===== src/rtl/bd_pkg.sv =====
package bd_pkg;
  localparam int SLOT_N = 2;
  localparam int SLOT_L = 1;
  localparam int SLOT_R = 0;

  typedef enum logic [1:0] {
    FMT_PAR  = 2'd0,
    FMT_LR   = 2'd1,
    FMT_RL   = 2'd2,
    FMT_LONG = 2'd3
  } fmt_e;

  typedef enum logic [1:0] {
    UNIT_ANY = 2'd0,
    UNIT_MEM = 2'd1,
    UNIT_INT = 2'd2
  } unit_e;

  typedef enum logic [1:0] {
    ST_IDLE   = 2'd0,
    ST_ISSUE  = 2'd1,
    ST_COMMIT = 2'd2
  } seq_st_e;

  function automatic fmt_e fmt_of(input logic hi_mark, input logic lo_mark);
    return fmt_e'({hi_mark, lo_mark});
  endfunction

  function automatic logic is_seq(input fmt_e f);
    return (f == FMT_LR) || (f == FMT_RL);
  endfunction

  // Slot index that runs first in a sequential bundle
  function automatic int unsigned lead_slot(input fmt_e f);
    return (f == FMT_RL) ? SLOT_R : SLOT_L;
  endfunction
endpackage


===== src/rtl/bd_issue_map.sv =====
module bd_issue_map
  import bd_pkg::*;
(
  input  fmt_e              fmt,
  input  logic              phase,
  output logic [SLOT_N-1:0] slot_mask,
  output unit_e             unit_l,
  output unit_e             unit_r
);
  always_comb begin
    slot_mask = '0;
    unit_l    = UNIT_ANY;
    unit_r    = UNIT_ANY;
    unique case (fmt)
      FMT_PAR: begin
        slot_mask = 2'b11;
        unit_l    = UNIT_MEM;
        unit_r    = UNIT_INT;
      end
      FMT_LR: begin
        if (!phase) begin
          slot_mask[SLOT_L] = 1'b1;
          unit_l            = UNIT_MEM;
        end else begin
          slot_mask[SLOT_R] = 1'b1;
        end
      end
      FMT_RL: begin
        if (!phase) begin
          slot_mask[SLOT_R] = 1'b1;
          unit_r            = UNIT_INT;
        end else begin
          slot_mask[SLOT_L] = 1'b1;
        end
      end
      default: begin
        slot_mask[SLOT_L] = 1'b1;
      end
    endcase
  end
endmodule


===== src/rtl/bd_slot_track.sv =====
module bd_slot_track #(
  parameter int ADDR_W = 32
) (
  input  logic              clk,
  input  logic              rst_n,
  input  logic              clr,
  input  logic              offer,
  input  logic              rsp_done,
  input  logic              rsp_br,
  input  logic              rsp_kill,
  input  logic [ADDR_W-1:0] rsp_tgt,
  output logic              done_q,
  output logic              br_q,
  output logic              kill_q,
  output logic [ADDR_W-1:0] tgt_q
);
  always_ff @(posedge clk or negedge rst_n) begin
    if (!rst_n) begin
      done_q <= 1'b0;
      br_q   <= 1'b0;
      kill_q <= 1'b0;
      tgt_q  <= '0;
    end else if (clr) begin
      done_q <= 1'b0;
      br_q   <= 1'b0;
      kill_q <= 1'b0;
      tgt_q  <= '0;
    end else if (offer && rsp_done) begin
      done_q <= 1'b1;
      br_q   <= rsp_br;
      kill_q <= rsp_kill;
      tgt_q  <= rsp_tgt;
    end
  end

  // a strobe without its answer persists into the next cycle
  a_r8_hold_until_done: assert property (@(posedge clk) disable iff (!rst_n)
    (offer && !rsp_done) |=> offer);

  // a finished slot is not re-offered within the same bundle
  a_r8_no_reoffer: assert property (@(posedge clk) disable iff (!rst_n)
    (done_q && !clr) |=> !offer);
endmodule


===== src/rtl/bd_next_merge.sv =====
module bd_next_merge
  import bd_pkg::*;
#(
  parameter int ADDR_W = 32
) (
  input  fmt_e              fmt,
  input  logic [SLOT_N-1:0] br_vec,
  input  logic [ADDR_W-1:0] tgt_l,
  input  logic [ADDR_W-1:0] tgt_r,
  output logic              tgt_valid,
  output logic [ADDR_W-1:0] tgt_addr,
  output logic              dual_fault
);
  logic              lead_is_l;
  logic              lead_br;
  logic              trail_br;
  logic [ADDR_W-1:0] lead_tgt;
  logic [ADDR_W-1:0] trail_tgt;

  assign lead_is_l = (lead_slot(fmt) == SLOT_L);
  assign lead_br   = lead_is_l ? br_vec[SLOT_L] : br_vec[SLOT_R];
  assign trail_br  = lead_is_l ? br_vec[SLOT_R] : br_vec[SLOT_L];
  assign lead_tgt  = lead_is_l ? tgt_l : tgt_r;
  assign trail_tgt = lead_is_l ? tgt_r : tgt_l;

  always_comb begin
    tgt_valid  = 1'b0;
    tgt_addr   = '0;
    dual_fault = 1'b0;
    if (fmt == FMT_PAR) begin
      if (&br_vec) begin
        dual_fault = 1'b1;
      end else if (br_vec[SLOT_L]) begin
        tgt_valid = 1'b1;
        tgt_addr  = tgt_l;
      end else if (br_vec[SLOT_R]) begin
        tgt_valid = 1'b1;
        tgt_addr  = tgt_r;
      end
    end else if (lead_br) begin
      tgt_valid = 1'b1;
      tgt_addr  = lead_tgt;
    end else if (trail_br) begin
      tgt_valid = 1'b1;
      tgt_addr  = trail_tgt;
    end
  end
endmodule


===== src/rtl/bd_seq_ctrl.sv =====
module bd_seq_ctrl
  import bd_pkg::*;
(
  input  logic              clk,
  input  logic              rst_n,
  input  logic              in_valid,
  input  fmt_e              fmt_in,
  input  logic [SLOT_N-1:0] slot_mask,
  input  logic [SLOT_N-1:0] done_vec,
  input  logic [SLOT_N-1:0] rsp_done,
  input  logic [SLOT_N-1:0] br_vec,
  input  logic [SLOT_N-1:0] kill_vec,
  output logic              in_ready,
  output logic              accept,
  output fmt_e              fmt_q,
  output logic              phase_q,
  output logic [SLOT_N-1:0] offer,
  output logic              commit,
  output logic              finish,
  output logic              clr
);
  seq_st_e           st_q;
  logic              step_done;
  logic              last_step;
  logic [SLOT_N-1:0] remaining;

  assign in_ready  = (st_q == ST_IDLE);
  assign accept    = in_ready && in_valid;
  assign offer     = (st_q == ST_ISSUE) ? (slot_mask & ~done_vec) : '0;
  assign remaining = offer & ~rsp_done;
  assign step_done = (st_q == ST_ISSUE) && (remaining == '0);

  // The bundle ends after this commit unless a sequential second slot is still due
  assign last_step = !is_seq(fmt_q) || phase_q ||
                     br_vec[lead_slot(fmt_q)] || kill_vec[lead_slot(fmt_q)];

  assign commit = (st_q == ST_COMMIT);
  assign finish = commit && last_step;
  assign clr    = accept || finish;

  always_ff @(posedge clk or negedge rst_n) begin
    if (!rst_n) begin
      st_q    <= ST_IDLE;
      fmt_q   <= FMT_PAR;
      phase_q <= 1'b0;
    end else begin
      unique case (st_q)
        ST_IDLE: begin
          if (in_valid) begin
            st_q    <= ST_ISSUE;
            fmt_q   <= fmt_in;
            phase_q <= 1'b0;
          end
        end
        ST_ISSUE: begin
          if (step_done) st_q <= ST_COMMIT;
        end
        ST_COMMIT: begin
          if (last_step) begin
            st_q <= ST_IDLE;
          end else begin
            st_q    <= ST_ISSUE;
            phase_q <= 1'b1;
          end
        end
        default: st_q <= ST_IDLE;
      endcase
    end
  end

  // sequential modes never offer both slots at once
  a_r4_seq_single_issue: assert property (@(posedge clk) disable iff (!rst_n)
    (is_seq(fmt_q) && (st_q == ST_ISSUE)) |-> ($countones(offer) <= 1));

  // each commit is a single-cycle pulse
  a_r6_commit_single: assert property (@(posedge clk) disable iff (!rst_n)
    commit |=> !commit);

  // a parallel bundle commits only once, so its commit is always final
  a_r3_par_one_commit: assert property (@(posedge clk) disable iff (!rst_n)
    (commit && (fmt_q == FMT_PAR)) |-> finish);
endmodule


===== src/rtl/bundle_dispatch.sv =====
module bundle_dispatch
  import bd_pkg::*;
#(
  parameter int WORD_W = 64,
  parameter int ADDR_W = 32
) (
  input  logic                  clk,
  input  logic                  rst_n,
  input  logic                  bnd_valid,
  output logic                  bnd_ready,
  input  logic [WORD_W-1:0]     bnd_word,
  output logic [SLOT_N-1:0]     iss_vld,
  output logic                  iss_long,
  output logic [WORD_W/2-1:0]   iss_insn_l,
  output logic [WORD_W/2-1:0]   iss_insn_r,
  output logic [1:0]            unit_l,
  output logic [1:0]            unit_r,
  input  logic [SLOT_N-1:0]     rsp_done,
  input  logic [SLOT_N-1:0]     rsp_br,
  input  logic [SLOT_N-1:0]     rsp_kill,
  input  logic [ADDR_W-1:0]     rsp_tgt_l,
  input  logic [ADDR_W-1:0]     rsp_tgt_r,
  output logic                  commit,
  output logic                  bundle_done,
  output logic                  nxt_valid,
  output logic [ADDR_W-1:0]     nxt_addr,
  output logic                  nxt_fault
);
  localparam int HALF_W = WORD_W / 2;

  logic [WORD_W-1:0] word_q;
  logic              accept;
  logic              clr;
  logic              phase_q;
  fmt_e              fmt_q;
  fmt_e              fmt_in;
  logic [SLOT_N-1:0] slot_mask;
  logic [SLOT_N-1:0] offer;
  logic [SLOT_N-1:0] done_vec;
  logic [SLOT_N-1:0] br_vec;
  logic [SLOT_N-1:0] kill_vec;
  logic [ADDR_W-1:0] tgt_in [SLOT_N];
  logic [ADDR_W-1:0] tgt_q  [SLOT_N];
  unit_e             map_ul;
  unit_e             map_ur;
  logic              m_valid;
  logic              m_fault;
  logic [ADDR_W-1:0] m_addr;

  assign fmt_in = fmt_of(bnd_word[WORD_W-1], bnd_word[HALF_W-1]);

  always_ff @(posedge clk or negedge rst_n) begin
    if (!rst_n)      word_q <= '0;
    else if (accept) word_q <= bnd_word;
  end

  bd_seq_ctrl u_ctrl (
    .clk       (clk),
    .rst_n     (rst_n),
    .in_valid  (bnd_valid),
    .fmt_in    (fmt_in),
    .slot_mask (slot_mask),
    .done_vec  (done_vec),
    .rsp_done  (rsp_done),
    .br_vec    (br_vec),
    .kill_vec  (kill_vec),
    .in_ready  (bnd_ready),
    .accept    (accept),
    .fmt_q     (fmt_q),
    .phase_q   (phase_q),
    .offer     (offer),
    .commit    (commit),
    .finish    (bundle_done),
    .clr       (clr)
  );

  bd_issue_map u_map (
    .fmt       (fmt_q),
    .phase     (phase_q),
    .slot_mask (slot_mask),
    .unit_l    (map_ul),
    .unit_r    (map_ur)
  );

  assign tgt_in[SLOT_L] = rsp_tgt_l;
  assign tgt_in[SLOT_R] = rsp_tgt_r;

  for (genvar s = 0; s < SLOT_N; s++) begin : g_slot
    bd_slot_track #(.ADDR_W(ADDR_W)) u_track (
      .clk      (clk),
      .rst_n    (rst_n),
      .clr      (clr),
      .offer    (offer[s]),
      .rsp_done (rsp_done[s]),
      .rsp_br   (rsp_br[s]),
      .rsp_kill (rsp_kill[s]),
      .rsp_tgt  (tgt_in[s]),
      .done_q   (done_vec[s]),
      .br_q     (br_vec[s]),
      .kill_q   (kill_vec[s]),
      .tgt_q    (tgt_q[s])
    );
  end

  bd_next_merge #(.ADDR_W(ADDR_W)) u_merge (
    .fmt        (fmt_q),
    .br_vec     (br_vec),
    .tgt_l      (tgt_q[SLOT_L]),
    .tgt_r      (tgt_q[SLOT_R]),
    .tgt_valid  (m_valid),
    .tgt_addr   (m_addr),
    .dual_fault (m_fault)
  );

  assign iss_vld    = offer;
  assign iss_long   = offer[SLOT_L] && (fmt_q == FMT_LONG);
  assign iss_insn_l = word_q[WORD_W-1:HALF_W];
  assign iss_insn_r = word_q[HALF_W-1:0];
  assign unit_l     = offer[SLOT_L] ? map_ul : UNIT_ANY;
  assign unit_r     = offer[SLOT_R] ? map_ur : UNIT_ANY;
  assign nxt_valid  = bundle_done && m_valid;
  assign nxt_fault  = bundle_done && m_fault;
  assign nxt_addr   = nxt_valid ? m_addr : '0;

  // an accepted bundle closes the input until it completes
  a_r1_busy_after_accept: assert property (@(posedge clk) disable iff (!rst_n)
    (bnd_valid && bnd_ready) |=> !bnd_ready);

  // the input reopens right after completion
  a_r1_ready_after_done: assert property (@(posedge clk) disable iff (!rst_n)
    bundle_done |=> bnd_ready);

  // completion coincides with a commit
  a_r11_done_with_commit: assert property (@(posedge clk) disable iff (!rst_n)
    bundle_done |-> commit);

  // next-address outputs only appear at completion
  a_r11_nxt_gated: assert property (@(posedge clk) disable iff (!rst_n)
    (nxt_valid || nxt_fault) |-> bundle_done);

  // a fault never comes with an address
  a_r10_fault_no_addr: assert property (@(posedge clk) disable iff (!rst_n)
    !(nxt_valid && nxt_fault));

  // a long issue never strobes the right slot
  a_r7_long_left_only: assert property (@(posedge clk) disable iff (!rst_n)
    iss_long |-> (iss_vld == 2'b10));

  // no issue while the input is open
  a_r1_idle_quiet: assert property (@(posedge clk) disable iff (!rst_n)
    bnd_ready |-> ((iss_vld == '0) && !commit));
endmodule


===== config.mk =====
export PLATFORM = sky130hd
export DESIGN_NAME = bundle_dispatch
export DESIGN_NICKNAME = d
export VERILOG_FILES = /design/src/rtl/bd_pkg.sv /design/src/rtl/bd_issue_map.sv /design/src/rtl/bd_slot_track.sv /design/src/rtl/bd_next_merge.sv /design/src/rtl/bd_seq_ctrl.sv /design/src/rtl/bundle_dispatch.sv
export SDC_FILE = /design/constraint.sdc
export NUM_CORES = 1
export LEC_CHECK = 0
export ABC_AREA = 0
export BUFFER_PORTS_ARGS = -buffer_cell sky130_fd_sc_hd__buf_2
export CORE_MARGIN = 8
export CORE_UTILIZATION = 45
export CTS_BUF_LIST = sky130_fd_sc_hd__clkbuf_8
export CTS_CLUSTER_DIAMETER = 120
export DETAILED_ROUTE_END_ITERATION = 10
export PLACE_DENSITY = 0.74
export SLEW_MARGIN = 5
export SYNTH_ARGS = -nofsm -noshare
export SYNTH_HDL_FRONTEND = slang
export SYNTH_SLANG_ARGS = --single-unit

===== constraint.sdc =====
create_clock -name clk -period 2.7 [get_ports clk]
set_input_delay 0 -clock clk [delete_from_list [all_inputs] [get_ports clk]]
set_output_delay 0 -clock clk [all_outputs]
set_load 0.02 [all_outputs]

==> reports/metrics.csv <==
stage;metric;value;unit
status;status;finished, final reports clean;
floorplan;starting density of the core;45.9;%
floorplan;Ports;245;
worst_setup_path;critical path arrival;2.93;ns
grt;GRT Residual Overflow;0;
cells_and_area;most frequent cells in the layout;241 x buf_2, 137 x nand2_1, 137 x dfrtp_1;
synth;synth top area cells;dfrtp_1 52%, mux2_2 11%, nand2_1 7.7%;
sta;Clock Skew;0.0138;ns
cells_and_area;most common library cell in the layout ignoring fill and taps;buf_2;
clock_network;TritonCTS clock tree;done;
sta;crit share post-route;96.7;%
floorplan;die width;137;um
floorplan;core area;14500;um^2
synth;number of flops mapped to enable cells by yosys;0;
route;vias;6598;
synth;sequential cell area fraction in the yosys report;51.6;%
worst_setup_path;Reg2Reg Depth;7;
worst_setup_path;R2R Path Start;word_q[31]$_DFFE_PN0P_;
worst_setup_path;crit path from;word_q[31]$_DFFE_PN0P_;
synth;synthesized flop and latch total;137;
cells_and_area;layout cell share with drive strength beyond 1;36.1;%
route;Via density;5.44;
synth;Main synth FF type;dfrtp_1;
synth;area leader, netlist;dfrtp_1;
route;number of routed nets with antenna violations;0;
cells_and_area;Finished Cell Area;9870;um^2
floorplan;Rows;44;
grt;vias in the first global route;6855;
route;drc violations;0;
cells_and_area;P&R area growth vs syn;48.6;%
sta;max-slew violation total from the final report;0;
flow_run;MaxCap Viol Count;0;
grt;GRT Max-Usage Layer;met2;
sta;final setup margin;0.0891;ns
clock_network;Worst-path clk slew;0.08;ns
worst_setup_path;crit path launch type;register;
place;port bufs;242;
synth;Mapped Cells;654;
sta;f_max;0.383;GHz
floorplan;DIE HEIGHT;137;um
worst_setup_path;R2R setup slack;0.09;ns
sta;Worst-Margin Slew;0.674;ns
grt;met2 usage;39.5;%
worst_hold_path;worst hold path type;in2async;
floorplan;die area;18900;um^2
place;DP Cell Count;1041;
clock_network;CTS H-tree depth;4;
grt;initial antenna violation count;1;
sta;min Tclk post-route;2.61;ns
sta;relative slew slack;55.1;%
clock_network;CTS max path bufs;2;
clock_network;root buffer cell;clkbuf_8;
worst_setup_path;worst setup path class;reg2reg;
grt;grt met3 use;9.81;%
worst_setup_path;Worst Setup End Kind;register;
route;drt total wl;23.2;mm
synth;syn_area_per_cell;10.2;um^2
synth;unique cell type count in the Yosys netlist;37;
worst_setup_path;CP Capture Point;u_ctrl.st_q[0]$_DFFE_PN0P_;
power_and_ir_drop;peak supply drop;0.000727;V
grt;GR Util met1;28.3;%
synth;Post-synth ARST share;100;%
worst_setup_path;R2R Path End;u_ctrl.st_q[0]$_DFFE_PN0P_;
route;initial drt markers;583;
sta;final setup violation count;0;
power_and_ir_drop;pwr/cell area;1070;nW/um^2
grt;first-pass GRT wire length;35.6;mm
grt;largest net degree at the start of global routing;71;
route;TritonRoute pass-1 iters;5;
route;DR WL/cell;19.1;um
grt;GRT Resource Usage Total;24.1;%
synth;cell area after synthesis;6640;um^2
cells_and_area;Finished Layout Cells;1213;
worst_setup_path;Req. time, crit path;3.02;ns
cells_and_area;Layout Nets;1157;
clock_network;Clock Latency Late Sink;0.45;ns
place;dpl cell area;8000;um^2
clock_network;Inserted Clock Buffers;17;
place;HPWL after DPL;14.2;mm
power_and_ir_drop;static leakage;4.52;nW
sta;Hold Vio Cnt, Final;0;
place;dpl ws;0.524;ns
synth;Yosys warning total;0;
cells_and_area;fill count;1044;
place;routability-driven placement congestion ratio;0.795;
clock_network;clk sinks;137;
worst_setup_path;crit path max fanout;4;
synth;Synth top area share;51.6;%
## metrics by stage
step	hold slack [ns]	utilization [%]	power, W	setup TNS, ns
after floorplan	-0.296	-	0.00667	0
after global placement	0.0609	55.3	0.00810	0
after detailed placement	0.0627	55.3	0.00824	0
after CTS	0.146	67.9	0.0105	0
after global routing	0.170	68.2	0.0112	-0.00229
final	0.127	68.2	0.0106	0
## worst max-delay path, cell delays in order, from the launching register on
cell and delay [ns]:
dfrtp_1 0.41, buf_4 0.15, ha_1 0.20, mux2_2 0.30
o211a_4 0.25, o2bb2ai_1 0.13, dlygate4sd3_1 0.58, or3b_2 0.47
## final cells by class
cell class              instances  area, um^2  area share [%]
flip-flops and latches        137        3430            34.7
clock inverters                15         246            2.50
repair buffers                400        2800            28.4
well taps                     184         230            2.33
multi-input cells             447        2880            29.2
diodes                          2        5.00          0.0507
inverters                      11        41.3           0.418
clock buffers                  17         234            2.37
## synthesized netlist by cell type, drive strengths merged (2+ instances only)
library cell and instances:
nor2 8, o21ai 71, nor3 2, dfrtp 137, buf 28, o22ai 32
nor2b 4, ha 6, o31ai 2, and2 35, nand2 137, a22oi 31
mux2 63, a21oi 4, nand2b 4, a32oi 32, clkbuf 32, inv 11
## what timing repair did
action	CTS	global route
gates resized for setup	0	3
endpoints found under the hold margin	202	0
setup endpoints to repair	0	24
hold buffers	135	0
buffers inserted	0	3
## metal layers
metal  routed length [um]  part of all wire (%)
met5                    0                     0
met4                  519                   2.2
met1                 8760                    38
met3                 2640                    11
met2                11200                    49
## flip-flops by register name, indices dropped and copies added, names as in the netlist
| register | cells |
|---|---|
| g_slot.u_track.done_q | 2 |
| g_slot.u_track.tgt_q | 64 |
| u_ctrl.st_q | 2 |
| u_ctrl.phase_q | 1 |
| g_slot.u_track.br_q | 2 |
| g_slot.u_track.kill_q | 2 |
| word_q | 64 |
## how the worst min path moves through the flow
stage	to	slack, ns	from
floorplan	g_slot[0].u_track.br_q$_DFFE_PN0P_	-0.30	rst_n
global placement	g_slot[0].u_track.tgt_q[8]$_DFFE_PN0P_	0.06	rst_n
detailed placement	g_slot[0].u_track.tgt_q[8]$_DFFE_PN0P_	0.06	rst_n
CTS	word_q[63]$_DFFE_PN0P_	0.15	rst_n
global route	word_q[63]$_DFFE_PN0P_	0.17	rst_n
finish	g_slot[0].u_track.tgt_q[8]$_DFFE_PN0P_	0.13	rst_n
## report_power, final
group	switching (W)	internal [W]	total (W)
clock	0.000845	0.00120	0.00204
combinational	0.00295	0.00180	0.00475
sequential	0.000738	0.00303	0.00377
## cell families (layout without fill, tap and decap cells)
| group | count (synthesis) | count (layout) | synth area share, % |
|---|---|---|---|
| and+or+nand+nor | 196 | 196 | 13.2 |
| AOI/OAI and AO/OA | 179 | 179 | 17.7 |
| DFF | 137 | 137 | 51.6 |
| buffers and inverters | 71 | 443 | 5.46 |
| muxes | 64 | 64 | 10.8 |
| adders and majority gates | 6 | 6 | 1.13 |
| other | 1 | 4 | 0.0565 |
Power figures use the tool's default switching activity.
